File: src/rtl/tmr_pkg.sv
`timescale 1ns/1ps
package tmr_pkg;
    localparam int NTMR   = 2;
    localparam int TA     = 0;
    localparam int TB     = 1;
    localparam int BYTE_W = 8;
    localparam int PRE_W  = 5;
    localparam int ADDR_W = 3;
    localparam int NPIN   = 2 * NTMR;
    localparam int CTRL_STRIDE = 2;
    localparam int CFG_STRIDE  = 4;

    localparam logic [ADDR_W-1:0] ADR_CTRL     = 3'd0;
    localparam logic [ADDR_W-1:0] ADR_CFG      = 3'd1;
    localparam int                ADR_CNT_BASE = 2;

    typedef enum logic [1:0] {
        MODE_13     = 2'd0,
        MODE_16     = 2'd1,
        MODE_RELOAD = 2'd2,
        MODE_SPLIT  = 2'd3
    } tmr_mode_e;

    typedef logic [BYTE_W-1:0] byte_t;

    typedef struct packed {
        byte_t     [NTMR-1:0] lo;
        byte_t     [NTMR-1:0] hi;
        logic      [NTMR-1:0] run;
        logic      [NTMR-1:0] flag;
        logic      [NTMR-1:0] sel;
        logic      [NTMR-1:0] gate;
        logic      [NTMR-1:0] last_cnt;
        tmr_mode_e [NTMR-1:0] mode;
    } tmr_state_t;

    function automatic logic [ADDR_W-1:0] lo_addr(input int t);
        return ADDR_W'(ADR_CNT_BASE + 2 * t);
    endfunction

    function automatic logic [ADDR_W-1:0] hi_addr(input int t);
        return ADDR_W'(ADR_CNT_BASE + 2 * t + 1);
    endfunction
endpackage

File: src/rtl/tmr_tick_gen.sv
`timescale 1ns/1ps
module tmr_tick_gen #(
    parameter int DIV = 12
) (
    input  logic clk,
    input  logic rst_n,
    output logic tick_o
);
    localparam int CW = (DIV > 1) ? $clog2(DIV) : 1;

    logic [CW-1:0] cnt_d, cnt_q;

    assign tick_o = (cnt_q == CW'(DIV - 1));

    always_comb begin
        cnt_d = tick_o ? '0 : cnt_q + CW'(1);
    end

    always_ff @(posedge clk or negedge rst_n) begin
        if (!rst_n) cnt_q <= '0;
        else        cnt_q <= cnt_d;
    end
endmodule

File: src/rtl/tmr_pin_sync.sv
`timescale 1ns/1ps
module tmr_pin_sync #(
    parameter int N      = 4,
    parameter int STAGES = 2
) (
    input  logic         clk,
    input  logic         rst_n,
    input  logic [N-1:0] pins_i,
    output logic [N-1:0] sync_o
);
    logic [STAGES-1:0][N-1:0] pipe_d, pipe_q;

    always_comb begin
        pipe_d[0] = pins_i;
        for (int s = 1; s < STAGES; s++) begin
            pipe_d[s] = pipe_q[s-1];
        end
    end

    always_ff @(posedge clk or negedge rst_n) begin
        if (!rst_n) pipe_q <= '0;
        else        pipe_q <= pipe_d;
    end

    assign sync_o = pipe_q[STAGES-1];
endmodule

File: src/rtl/tmr_step.sv
`timescale 1ns/1ps
module tmr_step
    import tmr_pkg::*;
(
    input  tmr_mode_e mode_i,
    input  byte_t     lo_i,
    input  byte_t     hi_i,
    input  logic      inc_i,
    output byte_t     lo_o,
    output byte_t     hi_o,
    output logic      ovf_o
);
    localparam int W13 = BYTE_W + PRE_W + 1;
    localparam int W16 = 2 * BYTE_W + 1;

    logic [W13-1:0] sum13;
    logic [W16-1:0] sum16;

    always_comb begin
        lo_o  = lo_i;
        hi_o  = hi_i;
        ovf_o = 1'b0;
        sum13 = {1'b0, hi_i, lo_i[PRE_W-1:0]} + W13'(1);
        sum16 = {1'b0, hi_i, lo_i} + W16'(1);
        if (inc_i) begin
            unique case (mode_i)
                MODE_13: begin
                    lo_o[PRE_W-1:0] = sum13[PRE_W-1:0];
                    hi_o            = sum13[PRE_W +: BYTE_W];
                    ovf_o           = sum13[W13-1];
                end
                MODE_16: begin
                    lo_o  = sum16[BYTE_W-1:0];
                    hi_o  = sum16[BYTE_W +: BYTE_W];
                    ovf_o = sum16[W16-1];
                end
                MODE_RELOAD: begin
                    if (&lo_i) begin
                        lo_o  = hi_i;
                        ovf_o = 1'b1;
                    end else begin
                        lo_o = lo_i + byte_t'(1);
                    end
                end
                MODE_SPLIT: begin
                    lo_o  = lo_i + byte_t'(1);
                    ovf_o = &lo_i;
                end
            endcase
        end
    end
endmodule

File: src/rtl/dual_tmr_pair.sv
`timescale 1ns/1ps
module dual_tmr_pair
    import tmr_pkg::*;
#(
    parameter int TICK_DIV = 12
) (
    input  logic              clk,
    input  logic              rst_n,
    input  logic              reg_we,
    input  logic [ADDR_W-1:0] reg_addr,
    input  logic [BYTE_W-1:0] reg_wdata,
    output logic [BYTE_W-1:0] reg_rdata,
    input  logic              ack_a,
    input  logic              ack_b,
    input  logic              cnt_pin_a,
    input  logic              cnt_pin_b,
    input  logic              gate_pin_a,
    input  logic              gate_pin_b,
    output logic              irq_a,
    output logic              irq_b
);
    tmr_state_t st_d, st_q;

    logic             tick;
    logic [NPIN-1:0]  pin_s;
    logic [NTMR-1:0]  ev, inc, ack, set_flag, clr_flag;
    byte_t [NTMR-1:0] step_lo, step_hi;
    logic [NTMR-1:0]  step_ovf;
    logic             split, hi_tick, hi_wrap, wr_ctrl, wr_cfg;

    tmr_tick_gen #(.DIV(TICK_DIV)) i_tick (
        .clk    (clk),
        .rst_n  (rst_n),
        .tick_o (tick)
    );

    tmr_pin_sync #(.N(NPIN), .STAGES(2)) i_sync (
        .clk    (clk),
        .rst_n  (rst_n),
        .pins_i ({gate_pin_b, gate_pin_a, cnt_pin_b, cnt_pin_a}),
        .sync_o (pin_s)
    );

    assign ack = {ack_b, ack_a};

    // Count enables: run, gate and source selection per timer
    always_comb begin
        for (int t = 0; t < NTMR; t++) begin
            ev[t]  = tick && st_q.last_cnt[t] && !pin_s[t];
            inc[t] = st_q.run[t] && (!st_q.gate[t] || pin_s[NTMR+t])
                     && (st_q.sel[t] ? ev[t] : tick);
        end
        if (st_q.mode[TB] == MODE_SPLIT) inc[TB] = 1'b0;
    end

    for (genvar t = 0; t < NTMR; t++) begin : g_step
        tmr_step i_step (
            .mode_i (st_q.mode[t]),
            .lo_i   (st_q.lo[t]),
            .hi_i   (st_q.hi[t]),
            .inc_i  (inc[t]),
            .lo_o   (step_lo[t]),
            .hi_o   (step_hi[t]),
            .ovf_o  (step_ovf[t])
        );
    end

    // Next-state computation
    always_comb begin
        st_d    = st_q;
        split   = (st_q.mode[TA] == MODE_SPLIT);
        hi_tick = split && tick && st_q.run[TB];
        hi_wrap = hi_tick && (&st_q.hi[TA]);
        wr_ctrl = reg_we && (reg_addr == ADR_CTRL);
        wr_cfg  = reg_we && (reg_addr == ADR_CFG);

        for (int t = 0; t < NTMR; t++) begin
            st_d.lo[t] = step_lo[t];
            st_d.hi[t] = step_hi[t];
        end
        if (hi_tick) st_d.hi[TA] = st_q.hi[TA] + byte_t'(1);

        set_flag[TA] = step_ovf[TA];
        set_flag[TB] = split ? hi_wrap : step_ovf[TB];

        for (int t = 0; t < NTMR; t++) begin
            clr_flag[t]  = ack[t] || (wr_ctrl && !reg_wdata[CTRL_STRIDE*t+1]);
            st_d.flag[t] = set_flag[t] || (st_q.flag[t] && !clr_flag[t]);
            if (tick) st_d.last_cnt[t] = pin_s[t];
            if (wr_ctrl) st_d.run[t] = reg_wdata[CTRL_STRIDE*t];
            if (wr_cfg) begin
                st_d.mode[t] = tmr_mode_e'(reg_wdata[CFG_STRIDE*t +: 2]);
                st_d.sel[t]  = reg_wdata[CFG_STRIDE*t+2];
                st_d.gate[t] = reg_wdata[CFG_STRIDE*t+3];
            end
            if (reg_we && reg_addr == lo_addr(t)) st_d.lo[t] = reg_wdata;
            if (reg_we && reg_addr == hi_addr(t)) st_d.hi[t] = reg_wdata;
        end
    end

    always_ff @(posedge clk or negedge rst_n) begin
        if (!rst_n) st_q <= '0;
        else        st_q <= st_d;
    end

    // Read mux
    always_comb begin
        reg_rdata = '0;
        for (int t = 0; t < NTMR; t++) begin
            if (reg_addr == ADR_CTRL) begin
                reg_rdata[CTRL_STRIDE*t]   = st_q.run[t];
                reg_rdata[CTRL_STRIDE*t+1] = st_q.flag[t];
            end
            if (reg_addr == ADR_CFG) begin
                reg_rdata[CFG_STRIDE*t +: 2] = st_q.mode[t];
                reg_rdata[CFG_STRIDE*t+2]    = st_q.sel[t];
                reg_rdata[CFG_STRIDE*t+3]    = st_q.gate[t];
            end
            if (reg_addr == lo_addr(t)) reg_rdata = st_q.lo[t];
            if (reg_addr == hi_addr(t)) reg_rdata = st_q.hi[t];
        end
    end

    assign irq_a = st_q.flag[TA];
    assign irq_b = st_q.flag[TB];
endmodule

File: config.mk
export PLATFORM = sky130hd
export DESIGN_NAME = dual_tmr_pair
export DESIGN_NICKNAME = d
export VERILOG_FILES = /design/src/rtl/tmr_pkg.sv /design/src/rtl/tmr_tick_gen.sv /design/src/rtl/tmr_pin_sync.sv /design/src/rtl/tmr_step.sv /design/src/rtl/dual_tmr_pair.sv
export SDC_FILE = /design/constraint.sdc
export NUM_CORES = 1
export LEC_CHECK = 0
export BUFFER_PORTS_ARGS = -buffer_cell sky130_fd_sc_hd__buf_2
export CAP_MARGIN = 15
export CORE_UTILIZATION = 60
export CTS_CLUSTER_DIAMETER = 80
export DETAILED_ROUTE_END_ITERATION = 10
export GPL_ROUTABILITY_DRIVEN = 0
export GPL_TIMING_DRIVEN = 0
export PLACE_DENSITY = 0.84
export SLEW_MARGIN = 20
export SYNTH_ARGS = -nofsm -noshare
export SYNTH_HDL_FRONTEND = slang
export SYNTH_SLANG_ARGS = --single-unit
export TNS_END_PERCENT = 5
File: constraint.sdc
create_clock -name clk -period 3.3 [get_ports clk]
set_clock_uncertainty 0.05 [all_clocks]
set_input_delay 0 -clock clk [delete_from_list [all_inputs] [get_ports clk]]
set_output_delay 0 -clock clk [all_outputs]
set_load 0.05 [all_outputs]
Word-level counts from Yosys, hierarchy flattened

Cells that the tools add are included.

$add $sub $neg: 8
Eq/ne operators: 12
Muxes and demuxes: 36
Reduce and logical (&&, ||, !) cells: 53

Operators with widths:

| kind                                                                   | number |
|---|---|
| 8-bit two-way mux                                                      | 15 |
| 5-bit case mux with 4 select lines                                     | 2 |
| 16-bit by 1-bit adder with 17-bit output (second input constant)       | 2 |
| 8-bit case mux with 2 select lines                                     | 2 |
| 13-bit by 1-bit adder with 14-bit output (second input constant)       | 2 |
| 8-bit by 1-bit adder with 8-bit output (second input constant)         | 3 |
| 8-bit AND reduction                                                    | 3 |
| 1-bit logical AND                                                      | 21 |
| 3-bit case mux with 3 select lines                                     | 2 |
| 4-bit two-way mux                                                      | 3 |
| 4-bit nonzero test                                                     | 3 |
| 2-bit equality test (second input constant)                            | 4 |
| 1-bit logical NOT                                                      | 8 |
| 1-bit two-way mux                                                      | 8 |
| 1-bit case mux with 4 select lines                                     | 2 |
| 2-bit AND reduction                                                    | 4 |
| 3-bit by 2-bit equality test with 1-bit output (second input constant) | 2 |
| 3-bit equality test (second input constant)                            | 2 |
| 1-bit logical OR                                                       | 6 |
| 2-bit nonzero test                                                     | 3 |
| 3-bit nonzero test                                                     | 2 |
| 4-bit by 1-bit adder with 4-bit output (second input constant)         | 1 |
| 2-bit by 1-bit equality test with 1-bit output (second input constant) | 2 |
| 4-bit equality test (second input constant)                            | 1 |
| other kinds (4)                                                        | 6 |

Register bits after elaboration: 58
Input bits: 20
Output and inout bits: 10
Logic and storage cells: 125

Longest topological paths before layout

Gate-level depths: netlist (run 1).

Word-level depth: 9
Mapped depth: 8
Mapped depth without buffers: 7

By module

Synthesis (run 1) repeated with hierarchy kept, for this count alone.

Cell total of the unflattened synthesis: 415
Area total of the unflattened synthesis: 4031.4 µm²

Modules (own cells, without submodules):

| module        | times used | cells an instance | area an instance (µm²) | sequential area each (µm²) |
|---|---|---|---|---|
| dual_tmr_pair | 1          | 229               | 2526.2                 | 1151.1 |
| tmr_step      | 2          | 82                | 565.5                  | 0.0 |
| tmr_pin_sync  | 1          | 8                 | 200.2                  | 200.2 |
| tmr_tick_gen  | 1          | 14                | 173.9                  | 100.1 |

Worst setup path after synthesis (run 1)

OpenSTA, ideal clock, no wires.

Path kind: reg2out
Start: register st_q (netlist bit irq_b)
End: output port reg_rdata[3]
Data arrival time: 2.043 ns
Required time: 3.250 ns
Slack: 1.207 ns
Cell stages (with the launch flop): 6
Buffers on the path: 0
Cell sequence: dfrtp_1 > inv_1 > or3_1 > a21oi_1 > o21ai_0 > a21oi_1

Cells in the longest elaborated chain, start to end: 3

RTL lines:

| item                     | RTL line             | RTL |
|---|---|---|
| start: declaration       | dual_tmr_pair.sv:22  | `tmr_state_t st_d, st_q;` |
| start signal: assignment | dual_tmr_pair.sv:103 | `else st_q <= st_d;` |
| 2-bit two-way mux        | dual_tmr_pair.sv:110 | `if (reg_addr == ADR_CTRL) begin` |
| 8-bit two-way mux        | dual_tmr_pair.sv:119 | `if (reg_addr == lo_addr(t)) reg_rdata = st_q.lo[t];` |
| 8-bit two-way mux        | dual_tmr_pair.sv:120 | `if (reg_addr == hi_addr(t)) reg_rdata = st_q.hi[t];` |
| end: declaration         | dual_tmr_pair.sv:12  | `output logic [BYTE_W-1:0] reg_rdata,` |

Every way passes these cells.

Final worst setup path (run 1)

Start: register st_q[3] in the netlist's numbering
End: register st_q[27] in the netlist's numbering

Cells in the longest elaborated chain, start to end: 4
Elaborated cells between the ends (all ways): 10
Those cells by class: eq/ne (2); mux (4); reduce/logical (4)

RTL lines:

| item                                                                         | RTL line                            | RTL |
|---|---|---|
| 2-bit by 1-bit equality test with 1-bit output, or another cell as far along | tmr_step.sv:26                      | `unique case (mode_i)` |
| 8-bit case mux with 2 select lines or 1-bit two-way mux (tied branches)      | tmr_step.sv:26, dual_tmr_pair.sv:53 |  |
| 8-bit two-way mux or 2-bit nonzero test (tied branches)                      | --                                  |  |
| 8-bit two-way mux or 2-bit AND reduction (tied branches)                     | --                                  |  |

Several ways; a longest one is shown, not always the timed one. The select of a mux whose other input is x is not followed.
A chain may end at the register's enable or synchronous reset.

==> run_results.csv, run 1 <==
group,metric,value,unit
global_routing,grt_max_degree,59,
floorplan,die_w,82.0,um
global_routing,grt_overflow,0,
outcome,outcome,"complete, no violations",
min_path,hold_path_class,"in2reg",
logic_synthesis,yosys-top-cells-count,"dfrtp_1 (58), nor2_1 (44), a21oi_1 (31), nand2_1 (31), o21ai_0 (31)",
logic_synthesis,synth_edf_count,0,
clock_network,cts-buffers-inserted,9,
timing,final.period_utilization,0.712,
clock_network,path_clk_slew,0.08,ns
routing,post-route-drc-count,0,
setup_path,cpMostUsedCell,"inv_1",
logic_synthesis,synthDistinctLibCells,65,
setup_path,crit_required,3.54,ns
logic_synthesis,yosys_register_bits,58,
routing,ant_nets,0,
pwr,power_density,576,mW/mm^2
logic_synthesis,ys.flop_type,"dfrtp_1",
pwr,power_leakage,1.78,nW
logic_synthesis,synth_top_area_cell,"dfrtp_1",
routing,first_pass_iters,5,
floorplan,coreArea,0.00606,mm^2
setup_path,crit_buf_inv,2,
pwr,peakVddDrop,394,uV
setup_path,cpLargestDelayFamily,"simple AND/OR/NAND/NOR gates",
setup_path,slowest_stage,"nor4_1",
setup_path,crit_type,"reg2reg",
floorplan,dieHeight,82.0,um
timing,period_needed,2.35,ns
logic_synthesis,netlist_instances,432,
global_routing,track_usage,0.368,
logic_synthesis,seq_area_frac_synth,0.378,
setup_path,critPathCaptureType,"flop",
global_routing,first_global_vias,3493,
setup_path,path_max_fanout,5,
clock_network,cts-root-buf,"clkbuf_8",
clock_network,clock-sinks,58,
setup_path,crit_arrival,2.58,ns
logic_synthesis,yosysTopAreaCellShare,0.378,
timing,grt_setup_unrepaired,"false",
placed_design,port_buffers,29,
clock_network,ctsHoldBuffers,15,
floorplan,num_io_pins,30,
routing,wl_per_cell,19.8,um
placed_design,dp_hpwl,7960,um
routing,num_vias,3834,
floorplan,start_util,0.634,
cells_and_area,utilization,0.729,
logic_synthesis,synth-async-reset-ratio,1.00,
placed_design,place_ws,1.04,ns
global_routing,grt_first_pass_wirelength,17900,um
timing,worstMarginPinSlew,0.796,ns
timing,max-slew-margin-rel,0.465,
cells_and_area,num_antenna_cells,0,
timing,final_max_slew_viol_count,0,
timing,hold_viol_final,0,
timing,max_clock_freq,426,MHz
logic_synthesis,synth_warnings,0,
flow_run,maxCapViolations,0,
cells_and_area,drive_above_1_share,0.157,
logic_synthesis,synth_area_per_cell,8.90,um^2
cells_and_area,fin_nets,519,
timing,fin_tns_setup,0,ns
global_routing,antenna_found_initial,0,
routing,routed_via_density,6.76,
clock_network,clkLatencyLatePin,0.36,ns
logic_synthesis,syn_area,0.00384,mm^2
clock_network,cts_resized,0,
clock_network,cts_max_level,3,
clock_network,cts_tree,"done",
routing,drt_iter0_markers,578,
floorplan,num_rows,28,
timing,fin_ws,0.951,ns
logic_synthesis,synth_fp_nets,464,
clock_network,clockBufferDepth,2,
floorplan,dieArea,0.00673,mm^2
timing,setup_violations,0,
setup_path,crit_chain,"inv_1 > ha_1 > inv_1 > nor4_1 > o2111ai_1 > xor2_1 > a21oi_1",
clock_network,post_cts_buffers,0,
setup_path,crit_path_max_incr_delay,0.71,ns
routing,wirelength,11200,um
setup_path,worst_setup_path_start_kind,"flop",
logic_synthesis,yosys.cell_count.top_type,"dfrtp_1",
logic_synthesis,ys_top_cells_by_area,"dfrtp_1 (38%), nor2_1 (4.3%), a21oi_1 (4.0%)",
cells_and_area,area_growth,14.9,%
[metrics by stage]
step                instances  hold slack, ns  total power [mW]  cell area (um^2)
floorplan                 432          -0.346              1.63              3840
global route              567          0.0904              2.67              4420
detailed placement        536          0.0597              1.89              4090
global placement          536          0.0579              1.86              4080
CTS                       567          0.0342              2.51              4420
finish                    567          0.0432              2.54              4420
[worst reg2reg max path, stage by stage, from the launching register on]
cell and delay (ns):
dfrtp_1 0.40, inv_1 0.16, ha_1 0.27, inv_1 0.08, nor4_1 0.71, o2111ai_1 0.27, xor2_1 0.19, a21oi_1 0.15
[layout make-up]
type | count | area [um^2]
Buffer | 21 | 101
Clock buffer | 10 | 138
Clock inverter | 6 | 42.5
Fill cell | 435 | 1650
Inverter | 16 | 60.1
Multi-Input combinational cell | 337 | 2230
Sequential cell | 58 | 1450
Tap cell | 75 | 93.8
Timing Repair Buffer | 44 | 298
[per-layer routing]
metal  share of wire  global-route usage  vias to the layer above
met5               0                   0                        -
met4           0.054               0.226                        0
met3            0.11              0.0956                       62
met2            0.42               0.517                      285
met1            0.41               0.501                     1753
li1                -                   -                     1734
[registers in the layout (all words and copies together), names as in the netlist]
register,cells
i_sync.pipe_d,4
i_sync.sync_o,4
i_tick.cnt_q,4
irq_a,1
irq_b,1
st_q,44
[cells by family (layout without fill, tap and decap cells)]
family | after synthesis | in the layout | synth area share
multiplexers | 19 | 19 | 0.0596
adder cells (fa/ha/maj) | 12 | 12 | 0.0391
AND/OR/NAND/NOR | 160 | 160 | 0.215
buffers and inverters | 37 | 97 | 0.0420
XOR/XNOR | 14 | 14 | 0.0319
flip-flops | 58 | 58 | 0.378
AO/OA/AOI/OAI | 132 | 132 | 0.235
[final timing paths]
| kind | from | cells after the start | slack [ns] | end |
|---|---|---|---|---|
| setup / recovery | st_q[3] | 7 | 0.95 | st_q[27] |
| hold / removal | reg_addr[0] | 4 | 0.04 | st_q[42] |
| setup reg to reg | st_q[3] | 7 | 0.95 | st_q[27] |
| hold reg to reg | i_sync.pipe_d[6] | 0 | 0.30 | i_sync.sync_o[2] |
| max in group asynchronous | rst_n | 2 | 2.51 | i_sync.sync_o[2] |
| min in group asynchronous | rst_n | 2 | 0.20 | st_q[39] |
[report_power, final]
group          internal, mW  total, mW  switching, mW
combinational         0.335      0.844          0.509
sequential            0.856       1.09          0.234
clock                 0.292      0.609          0.317
total                  1.48       2.54           1.06
[cell usage in the layout, fill, tap and decap left out, types with 11 or more instances in the layout]
cell type	count
a21oi_1	31
nand3_1	15
dlygate4sd3_1	15
buf_2	31
nor2_1	44
clkbuf_1	14
o21ai_0	31
ha_1	12
mux2_2	11
nand2_1	31
dfrtp_1	58
inv_1	16
No activity file was read; power rests on OpenSTA's default activity.
==> run 2, diff against run 1 <==
- clock period: 3.3 -> 2.2 ns (I/O delays scaled with it)
==> run 2 against run 1 <==
Count of clock-buffer cells in the layout did not move; first-iteration DRC count rose by 4.0%; setup slack got worse by 0.94 ns; core utilization is 2.3 points higher; critical path depth stayed put; register-to-register slack lost 0.94 ns; flip-flop and latch count stayed put; global-route usage grew 0.071 points; non-clock buffer count grew 2; fmax rose by 7.5%; clock power increased by 51%; largest power group unchanged.
==> run_results.csv, run 2 (synthesis results as in run 1) <==
group,metric,value,unit
clock_network,cts_max_level,3,
global_routing,first_global_vias,3526,
setup_path,crit_arrival,2.41,ns
cells_and_area,final_common_cell,"dfrtp_1",
setup_path,rrSetupSlack,0.02,ns
clock_network,clkLatencyLatePin,0.36,ns
global_routing,grt_overflow,0,
floorplan,num_rows,28,
cells_and_area,drive_above_1_share,0.196,
timing,max_clock_freq,458,MHz
cells_and_area,largest_reg_flops,44,
floorplan,start_util,0.634,
floorplan,dieArea,0.00673,mm^2
cells_and_area,layout_common_cells,"dfrtp_1 (55), nor2_1 (44), nand2_1 (31), o21ai_0 (31)",
cells_and_area,fin_nets,521,
timing,grt_setup_unrepaired,"true",
cells_and_area,utilization,0.751,
cells_and_area,area_growth,18.4,%
clock_network,cts-root-buf,"clkbuf_8",
placed_design,dp_cells,536,
routing,first_pass_iters,6,
timing,max-slew-margin-rel,0.500,
timing,period_needed,2.18,ns
clock_network,cts-buffers-inserted,9,
flow_run,maxCapViolations,0,
routing,drt_iter0_markers,601,
timing,final.period_utilization,0.993,
routing,num_vias,3901,
min_path,hold_path_class,"in2reg",
outcome,outcome,"complete, no violations",
timing,whs,0.0384,ns
floorplan,coreArea,0.00606,mm^2
pwr,power_leakage,1.81,nW
setup_path,path_max_fanout,8,
routing,wl_per_cell,20.3,um
cells_and_area,regArea,0.00146,mm^2
routing,post-route-drc-count,0,
routing,ant_nets,0,
global_routing,track_usage,0.369,
timing,worstMarginPinSlew,0.750,ns
clock_network,cts_tree,"done",
clock_network,clock-sinks,58,
routing,wirelength,11600,um
global_routing,antenna_found_initial,0,
placed_design,place_ws,-0.0618,ns
pwr,power_density,857,mW/mm^2
setup_path,worst_setup_path_start_kind,"flop",
floorplan,die_w,82.0,um
timing,fin_ws,0.0157,ns
setup_path,crit_type,"reg2reg",
floorplan,dieHeight,82.0,um
routing,routed_via_density,6.86,
cells_and_area,regMostFlops,"st_q",
global_routing,grt_first_pass_wirelength,17900,um
cells_and_area,num_antenna_cells,0,
setup_path,critPathCaptureType,"flop",
timing,setup_violations,0,
clock_network,clockBufferDepth,2,
pwr,power,3.90,mW
cells_and_area,multi_input_comb_area,0.00234,mm^2
cells_and_area,fin_cells,569,
placed_design,dp_hpwl,7960,um
pwr,peakVddDrop,614,uV
cells_and_area,n_fill_cell,408,
timing,hold_viol_final,0,
global_routing,grt_max_degree,59,
setup_path,crit_required,2.42,ns
timing,final_max_slew_viol_count,0,
floorplan,num_io_pins,30,
clock_network,path_clk_slew,0.08,ns
placed_design,port_buffers,29,
run 2: changes by cell type in the layout (fill, tap and decap cells not counted), moves of 3 or more:
cell     previous run  this run
buf_4               4         7
dfrtp_1            58        55
dfrtp_2             0         3
ha_1               12         8
run 2: per-stage QoR:
step	instance area [um^2]	TNS [ns]
5_1_grt	4550	-0.296
2_1_floorplan	3840	0
3_5_place_dp	4090	-0.338
6_report	4550	0
4_1_cts	4430	-0.251
3_3_place_gp	4080	-0.00385
run 2: power breakdown:
group / internal, mW / switching (mW) / total (mW)
registers: 1.29 / 0.364 / 1.65
logic: 0.525 / 0.804 / 1.33
clock network: 0.438 / 0.482 / 0.920
run 2: final cells by class:
type,count,share of cell area
multi-input combinational,337,0.514
sequential,58,0.320
clock buffer,10,0.0302
buffer,20,0.0228
clock inverter,6,0.00935
inverter,16,0.0132
timing repair buffer,47,0.0704
tap,75,0.0206
run 2: routing by layer:
layer	GRT usage	part of all wire
met5	0	0
met4	0.226	0.057
met3	0.0989	0.13
met2	0.521	0.42
met1	0.497	0.39
run 2: final timing paths:
check | end | cells after the start | from
setup / recovery | st_q[20] | 7 | st_q[30]
hold / removal | st_q[42] | 4 | reg_addr[0]
setup reg to reg | st_q[20] | 7 | st_q[30]
hold reg to reg | i_sync.sync_o[2] | 0 | i_sync.pipe_d[6]
max in group asynchronous | st_q[0] | 2 | rst_n
min in group asynchronous | st_q[41] | 2 | rst_n
run 2: what timing repair did:
item / 4_1_cts / 5_1_grt
endpoints found under the setup margin: 13 / 23
setup buffers: 0 / 3
hold endpoints to repair: 97 / 0
hold buffers: 15 / 0
pin swaps: 0 / 4
resized for setup: 4 / 20
run 2: worst max-delay path, cell delays in order (launching register included):
cell     delay [ns]
dfrtp_1        0.44
ha_2           0.27
nand4_1        0.10
buf_4          0.19
o32ai_2        0.21
a31oi_4        0.18
or4_4          0.45
a31oi_2        0.22
